`src/rtl/bpar_pkg.sv`:
```
package bpar_pkg;

    typedef enum logic [2:0] {
        ST_IDLE     = 3'd0,
        ST_WR_FIRST = 3'd1,
        ST_WR_DRIVE = 3'd2,
        ST_RD_FIRST = 3'd3,
        ST_RD_BURST = 3'd4
    } bus_state_e;

endpackage

```
`src/rtl/bpar_lane_gen.sv`:
```
module bpar_lane_gen #(
    parameter int LANES  = 4,
    parameter int LANE_W = 8,
    localparam int BUS_W = LANES * LANE_W
) (
    input  logic [BUS_W-1:0] data,
    output logic [LANES-1:0] par
);

    // One XOR tree per lane: even parity bit equals the lane's own XOR.
    for (genvar i = 0; i < LANES; i++) begin : g_lane
        assign par[i] = ^data[i*LANE_W +: LANE_W];
    end

endmodule

```
`src/rtl/bpar_lane_check.sv`:
```
module bpar_lane_check #(
    parameter int LANES  = 4,
    parameter int LANE_W = 8,
    localparam int BUS_W = LANES * LANE_W
) (
    input  logic [BUS_W-1:0] data,
    input  logic [LANES-1:0] par_in,
    output logic [LANES-1:0] lane_bad
);

    // A lane is bad when its data plus parity bit holds an odd count of ones.
    for (genvar i = 0; i < LANES; i++) begin : g_lane
        assign lane_bad[i] = ^{data[i*LANE_W +: LANE_W], par_in[i]};
    end

endmodule

```
`src/rtl/bpar_lane_mask.sv`:
```
module bpar_lane_mask #(
    parameter int LANES = 4
) (
    input  logic             clk,
    input  logic             rst,
    input  logic [LANES-1:0] en_n,
    input  logic             size8,
    input  logic             size16,
    input  logic             fill_first,
    output logic [LANES-1:0] mask
);

    logic [LANES-1:0] size_ok;
    logic [LANES-1:0] en_eff;

    // Per-lane width limit: 8-bit wins over 16-bit, neither means full width.
    for (genvar i = 0; i < LANES; i++) begin : g_size
        if (i == 0) begin : g_l0
            assign size_ok[i] = 1'b1;
        end else if (i == 1) begin : g_l1
            assign size_ok[i] = ~size8;
        end else begin : g_hi
            assign size_ok[i] = ~size8 & ~size16;
        end
    end

    // First beat of a line fill treats every enable as active.
    assign en_eff = fill_first ? {LANES{1'b1}} : ~en_n;
    assign mask   = en_eff & size_ok;

    AST_SIZE8_LANE0: assert property (@(posedge clk) disable iff (rst)
        size8 |-> (mask[LANES-1:1] == '0)) else $error("size8 mask");

    AST_FILL_ALL: assert property (@(posedge clk) disable iff (rst)
        (fill_first && !size8 && !size16) |-> (&mask)) else $error("fill mask");

    AST_DISABLED_OUT: assert property (@(posedge clk) disable iff (rst)
        !fill_first |-> ((mask & en_n) == '0)) else $error("disabled lane");

endmodule

```
`src/rtl/bpar_seq.sv`:
```
module bpar_seq
    import bpar_pkg::*;
(
    input  logic clk,
    input  logic rst,
    input  logic cyc_start,
    input  logic cyc_write,
    input  logic cyc_fill,
    input  logic rdy,
    input  logic xfer_last,
    output logic drive_oe,
    output logic rd_beat,
    output logic fill_first
);

    bus_state_e state, state_nx;
    logic       fill_q;

    // State register and fill flag captured at cycle start.
    always_ff @(posedge clk) begin
        if (rst) begin
            state  <= ST_IDLE;
            fill_q <= 1'b0;
        end else begin
            state <= state_nx;
            if (state == ST_IDLE && cyc_start) begin
                fill_q <= cyc_fill & ~cyc_write;
            end
        end
    end

    // Next-state logic.
    always_comb begin
        state_nx = state;
        unique case (state)
            ST_IDLE: begin
                if (cyc_start) begin
                    state_nx = cyc_write ? ST_WR_FIRST : ST_RD_FIRST;
                end
            end
            ST_WR_FIRST: state_nx = ST_WR_DRIVE;
            ST_WR_DRIVE: begin
                if (rdy && xfer_last) state_nx = ST_IDLE;
            end
            ST_RD_FIRST: begin
                if (rdy) state_nx = xfer_last ? ST_IDLE : ST_RD_BURST;
            end
            ST_RD_BURST: begin
                if (rdy && xfer_last) state_nx = ST_IDLE;
            end
            default: state_nx = ST_IDLE;
        endcase
    end

    // Outputs decoded from the current state.
    always_comb begin
        drive_oe   = 1'b0;
        rd_beat    = 1'b0;
        fill_first = 1'b0;
        unique case (state)
            ST_IDLE:     ;
            ST_WR_FIRST: ;
            ST_WR_DRIVE: drive_oe = 1'b1;
            ST_RD_FIRST: begin
                rd_beat    = rdy;
                fill_first = fill_q;
            end
            ST_RD_BURST: rd_beat = rdy;
            default:     ;
        endcase
    end

    AST_OE_AFTER_FIRST: assert property (@(posedge clk) disable iff (rst)
        $rose(drive_oe) |-> ($past(state) == ST_WR_FIRST)) else $error("oe rise");

    AST_WR_FIRST_ADVANCE: assert property (@(posedge clk) disable iff (rst)
        (state == ST_WR_FIRST) |=> (state == ST_WR_DRIVE)) else $error("wr advance");

endmodule

```
`src/rtl/bus_parity_unit.sv`:
```
module bus_parity_unit #(
    parameter int LANES  = 4,
    parameter int LANE_W = 8,
    localparam int BUS_W = LANES * LANE_W
) (
    input  logic             clk,
    input  logic             rst,
    input  logic             cyc_start,
    input  logic             cyc_write,
    input  logic             cyc_fill,
    input  logic             rdy,
    input  logic             xfer_last,
    input  logic [LANES-1:0] lane_en_n,
    input  logic             size8,
    input  logic             size16,
    input  logic [BUS_W-1:0] dbus,
    input  logic [LANES-1:0] dpar_in,
    output logic [LANES-1:0] dpar_out,
    output logic             dpar_oe,
    output logic             perr_n
);

    logic             drive_oe;
    logic             rd_beat;
    logic             fill_first;
    logic [LANES-1:0] gen_par;
    logic [LANES-1:0] lane_bad;
    logic [LANES-1:0] mask;
    logic             perr_q;

    bpar_seq u_seq (
        .clk        (clk),
        .rst        (rst),
        .cyc_start  (cyc_start),
        .cyc_write  (cyc_write),
        .cyc_fill   (cyc_fill),
        .rdy        (rdy),
        .xfer_last  (xfer_last),
        .drive_oe   (drive_oe),
        .rd_beat    (rd_beat),
        .fill_first (fill_first)
    );

    bpar_lane_gen #(.LANES(LANES), .LANE_W(LANE_W)) u_gen (
        .data (dbus),
        .par  (gen_par)
    );

    bpar_lane_check #(.LANES(LANES), .LANE_W(LANE_W)) u_chk (
        .data     (dbus),
        .par_in   (dpar_in),
        .lane_bad (lane_bad)
    );

    bpar_lane_mask #(.LANES(LANES)) u_mask (
        .clk        (clk),
        .rst        (rst),
        .en_n       (lane_en_n),
        .size8      (size8),
        .size16     (size16),
        .fill_first (fill_first),
        .mask       (mask)
    );

    // Error status: pulse low for one clock after a failing read beat.
    always_ff @(posedge clk) begin
        if (rst) begin
            perr_q <= 1'b1;
        end else if (rd_beat) begin
            perr_q <= ~|(lane_bad & mask);
        end else begin
            perr_q <= 1'b1;
        end
    end

    assign dpar_oe  = drive_oe;
    assign dpar_out = drive_oe ? gen_par : '0;
    assign perr_n   = perr_q;

    AST_PERR_AFTER_BEAT: assert property (@(posedge clk) disable iff (rst)
        !perr_n |-> $past(rd_beat)) else $error("stray error");

    AST_WR_EVEN: assert property (@(posedge clk) disable iff (rst)
        dpar_oe |-> ((^{dbus, dpar_out}) == 1'b0)) else $error("odd write");

    AST_RESET_QUIET: assert property (@(posedge clk)
        $past(rst) |-> (perr_n && !dpar_oe)) else $error("reset state");

endmodule

```
`config.mk`:
```
export PLATFORM = sky130hd
export DESIGN_NAME = bus_parity_unit
export DESIGN_NICKNAME = d
export VERILOG_FILES = /design/src/rtl/bpar_pkg.sv /design/src/rtl/bpar_lane_gen.sv /design/src/rtl/bpar_lane_check.sv /design/src/rtl/bpar_lane_mask.sv /design/src/rtl/bpar_seq.sv /design/src/rtl/bus_parity_unit.sv
export SDC_FILE = /design/constraint.sdc
export NUM_CORES = 1
export LEC_CHECK = 0
export BUFFER_PORTS_ARGS = -buffer_cell sky130_fd_sc_hd__buf_4
export CAP_MARGIN = 5
export CORE_UTILIZATION = 40
export CTS_BUF_LIST = sky130_fd_sc_hd__clkbuf_4
export CTS_CLUSTER_SIZE = 12
export DETAILED_ROUTE_END_ITERATION = 8
export PLACE_DENSITY = 0.83
export SYNTH_ARGS = -nofsm -noshare
export SYNTH_HDL_FRONTEND = slang
export SYNTH_SLANG_ARGS = --single-unit
export TNS_END_PERCENT = 30
```
`constraint.sdc`:
```
create_clock -name clk -period 2.2 [get_ports clk]
set_clock_uncertainty 0.05 [all_clocks]
set_input_delay 0.11 -clock clk [delete_from_list [all_inputs] [get_ports clk]]
set_output_delay 0.11 -clock clk [all_outputs]
set_load 0.005 [all_outputs]
```
* Yosys cells after proc, flatten, opt, wreduce, memory -nomap -nowiden
Cells that the tools add are included.
Cells by class: equal/unequal tests 7, multiplexer cells 11, bitwise logic cells 9, reductions and logical operators 17
Operator list (count):
- $reduce_xor A9 Y1 | 4
- $reduce_xor A8 Y1 | 4
- $mux W3 | 4
- $pmux W3 S4 | 1
- $and A4 B4 Y4 | 2
- $mux W4 | 2
- $eq A3 B2 Y1 const B | 2
- $reduce_or A2 Y1 | 3
- $ne A2 B2 Y1 const B | 2
- $not A1 Y1 | 4
- $not A4 Y4 | 1
- $reduce_or A4 Y1 | 1
- $eq A3 B1 Y1 const B | 1
- $eq A3 B3 Y1 const B | 1
- $logic_not A3 Y1 | 1
- $mux W1 | 3
- $reduce_and A3 Y1 | 1
- $and A1 B1 Y1 | 2
- $logic_and A1 B1 Y1 | 2
- $mux W2 | 1
- $ne A2 B1 Y1 const B | 1
- $logic_not A1 Y1 | 1
Word-level totals: register bits after elaboration 5, bits of input ports 49

* Depth between registers and ports, before layout
depth after elaboration 7, mapped depth 5, depth with buffers taken out 5

* By module
A second synthesis with hierarchy kept.
Unflattened totals: cell total of the unflattened synthesis 97, area total of the unflattened synthesis 934.6 µm²
By module, submodules not included:
- bpar_lane_check | instances 1, cells an instance 28, area an instance 330.3 µm², sequential area each 0.0 µm²
- bpar_seq | instances 1, cells an instance 27, area an instance 259.0 µm², sequential area each 80.1 µm²
- bpar_lane_gen | instances 1, cells an instance 28, area an instance 245.2 µm², sequential area each 0.0 µm²
- bus_parity_unit | instances 1, cells an instance 9, area an instance 72.6 µm², sequential area each 20.0 µm²
- bpar_lane_mask | instances 1, cells an instance 5, area an instance 27.5 µm², sequential area each 0.0 µm²

* Least setup slack after synthesis
OpenSTA, ideal clock, no wires.
kind register -> register, from reg u_seq.state[2], to reg perr_q (netlist: perr_n), setup time 0.126 ns, data arrival time 1.267 ns, setup slack 0.757 ns, cell stages (with the launch flop) 6, path through dfxtp_1 -> and2b_1 -> nand3_1 -> a211o_2 -> o22ai_1 -> o31ai_1
Between the ends: longest elaborated chain between the ends 7, elaborated cells between the ends (all ways) 12, those cells by class 2 x eq/ne; 3 x mux; 3 x bitwise; 4 x reduce/logical
Ends and longest elaborated chain:
- from (decl) | RTL line bpar_seq.sv:16 | bus_state_e state, state_nx;
- from (signal assigned) | RTL line bpar_seq.sv:25 | state <= state_nx;
- $eq A3 B2 Y1 | RTL line bpar_seq.sv:60 | unique case (state)
- $mux W1 | RTL line bpar_seq.sv:60
- $mux W4 | RTL line bpar_lane_mask.sv:28 | assign en_eff = fill_first ? {LANES{1'b1}} : ~en_n;
- $and A4 B4 Y4 | RTL line bpar_lane_mask.sv:29 | assign mask = en_eff & size_ok;
- $and A4 B4 Y4 | RTL line bus_parity_unit.sv:70 | perr_q <= ~|(lane_bad & mask);
- $reduce_or A4 Y1 | RTL line bus_parity_unit.sv:70
- $logic_not A1 Y1 | RTL line bus_parity_unit.sv:70
- to (signal assigned) | RTL line bus_parity_unit.sv:70
- to (decl) | RTL line bus_parity_unit.sv:29 | logic perr_q;
Several ways; a longest one is shown, not always the timed one. A chain may end at the register's enable or synchronous reset.

* Worst setup path after layout
Same ends and word-level chain as after synthesis.

==> results by group <==
Critical path
  – Critical path data arrival time: 1.71 ns
  – Worst EP required: 2.28 ns
  – Crit. End Element: register
  – Critical path launch point type: register
  – Crit Path Max Fanout: 7
  – Critical Path Start: u_seq.state[2]
  – WS Path Type: register to register
  – Reg2Reg Depth: 5
  – Reg2reg start: u_seq.state[2]

Outcome
  – Status: complete, no violations

Die
  – IO Pins: 55
  – DIE AREA: 1850 um2
  – Std cell rows: 14
  – DIE WIDTH: 43.0 um
  – Die Height: 43.0 um
  – Initial Utilization: 43.7%
  – Core Area: 1540 um2

Timing
  – FMAX: 615 MHz
  – Tmin final: 1.63 ns
  – Relative slew slack: 76.2%
  – Max-slew violation count: 0
  – Setup TNS: 0 ns
  – Final setup violation count: 0
  – RSZ-0062 raised after global routing: false
  – Fin crit share: 73.9%
  – Least-Margin Pin Slew: 0.352 ns
  – Fin. Hold Viols: 0

Clock tree
  – Worst-path clk slew: 0.05 ns
  – CTS tree: done
  – CTS sink cnt: 5
  – Post-CTS Resized: 0
  – # hold bufs at CTS: 0
  – H-tree levels: 1
  – Post-CTS Setup Bufs: 0
  – Worst-Skew Late Latency: 0.25 ns
  – Cts bufs inserted: 3
  – Clk buf depth: 2
  – Root Driver: clkbuf_4

Logic synthesis
  – Post-synth top area cell: xnor2_1
  – Post-synthesis sequential element count: 5
  – Sequential share of the synthesized area: 14.9%
  – Synth Net Count: 125
  – Post-Synthesis Cells: 76
  – Count leader, synth: xnor2_1
  – Async set-reset flop share out of synthesis: 0%
  – Synth warnings: 0
  – Top cell type's share of synthesized area: 36.4%
  – Post-synth EDFFs: 0
  – Synth area leaders: xnor2_1 36%, dfxtp_1 15%, xnor3_1 6.7%
  – Synth cell count leaders: 28 x xnor2_1, 10 x nor2_1, 5 x dfxtp_1
  – Syn Area/Cell: 8.86 um2
  – Post-synth cell types: 30
  – Mapped Area: 673 um2
  – Main synth FF type: dfxtp_1

Global route
  – Total GRT Usage: 20.5%
  – Largest net degree at the start of global routing: 11
  – First-pass GRT wire length: 2920 um
  – Global route overflow: 0
  – Number of global-route vias before repair: 754
  – Initial antenna violation count: 0

Min path
  – Hold path depth: 2
  – Hold Crit Class: primary input to register
  – HP Start: rst

Power
  – Worst vdd ir: 0.258 mV
  – Total power: 0.000518 W
  – Reg power frac: 20.9%
  – Sw power: 0.000165 W
  – Combinational share of power: 58.2%
  – Pwr per Cell Area: 465 nW/um2
  – Static Leak: 0.522 nW
  – Clk pwr share: 20.8%
  – Switching part of the total: 31.8%
  – P_int: 0.000353 W

Detailed routing
  – Total wire length: 1730 um
  – Drc violations: 0
  – Via density: 5.27
  – Routed vias: 785
  – Pre-antenna DRT Iters: 5
  – Wire per inst: 11.6 um
  – Initial DRC count: 13
  – Detail Route Antenna Nets: 0

Cells and area
  – Ant diodes: 0
  – Seq. cell area: 100 um2
  – Nets@finish: 183
  – Final Cell Area: 1110 um2
  – Area grow syn2layout: 65.6%
  – Layout fillers: 120
  – Share of layout cells above drive strength 1: 47.4%
  – Area of the multi-input gates: 554 um2

Place
  – Post-DP Area: 1090 um2
  – Hpwl dp: 1520 um
  – IO Port Bufs: 54
  – Placer Congestion: 0.838

Flow run
  – Max Cap Viol: 0
[metal layers]
layer | GRT usage [%] | vias up | part of all wire, %
met5 | 0 | - | 0
met1 | 20.2 | 350 | 39
met2 | 37.6 | 53 | 51
met4 | 10.3 | 0 | 0.81
li1 | - | 380 | -
met3 | 6.81 | 2 | 8.9
[power by group through the flow]
stage | logic, W | clock network, W | registers, W
after detailed placement | 0.000302 | 0 | 0.000109
after global placement | 0.000295 | 0 | 0.000108
after global routing | 0.000329 | 0.000120 | 0.000109
final | 0.000302 | 0.000108 | 0.000108
after floorplan | 0.000194 | 0 | 0.000103
after CTS | 0.000303 | 0.000112 | 0.000108
[cells by family (layout without fill, tap and decap cells)]
kind of cell,after synthesis,in the layout,synth area share [%]
buffers and inverters,3,60,2.79
AOI/OAI and AO/OA,15,15,18.2
and+or+nand+nor,21,21,15.8
xor gates and xnor gates,31,31,46.7
DFF,5,5,14.9
muxes,1,1,1.67
[state kept, by name, summed over array words and instances (netlist names)]
| name | count |
|---|---|
| perr_n | 1 |
| u_seq.state | 3 |
| u_seq.fill_q | 1 |
[cell usage in the layout (no fill, tap or decap), types with 2 or more instances in the layout]
cell	instances
xnor2_1	28
clkbuf_4	3
a21oi_1	2
a211o_2	2
inv_1	2
nor2_1	10
nand2b_1	3
buf_4	54
xnor3_1	2
dfxtp_1	5
[per-stage QoR]
stage | hold slack [ns] | setup slack (ns) | utilization, % | std cells
floorplan | 0.132 | 0.757 | - | 76
global placement | 0.271 | 0.696 | 70.5 | 145
detailed placement | 0.270 | 0.620 | 70.5 | 145
CTS | 0.00730 | 0.598 | 72.3 | 149
global route | 0.00901 | 0.471 | 72.3 | 149
finish | 0.0142 | 0.575 | 72.3 | 149
[cell type report]
class                           instances  area share [%]
Clock buffer                            3            2.02
Clock inverter                          1           0.449
Inverter                                2           0.673
Multi-Input combinational cell         68            49.7
Sequential cell                         5            8.98
Tap cell                               16            1.80
Timing Repair Buffer                   54            36.4
[path summary, 6_finish.rpt]
kind,end,slack (ns)
max,perr_n,0.57
min,u_seq.fill_q,0.01
max reg2reg,perr_n,0.57
min reg2reg,u_seq.state[1],0.51
[critical path, cell delays in order (launching register included)]
cell and delay [ns]:
dfxtp_1 0.36, and2b_1 0.26, nand3_1 0.19, a211o_2 0.39
o22ai_1 0.19, o31ai_1 0.08
Note: power is estimated with default switching activity, not from simulation.
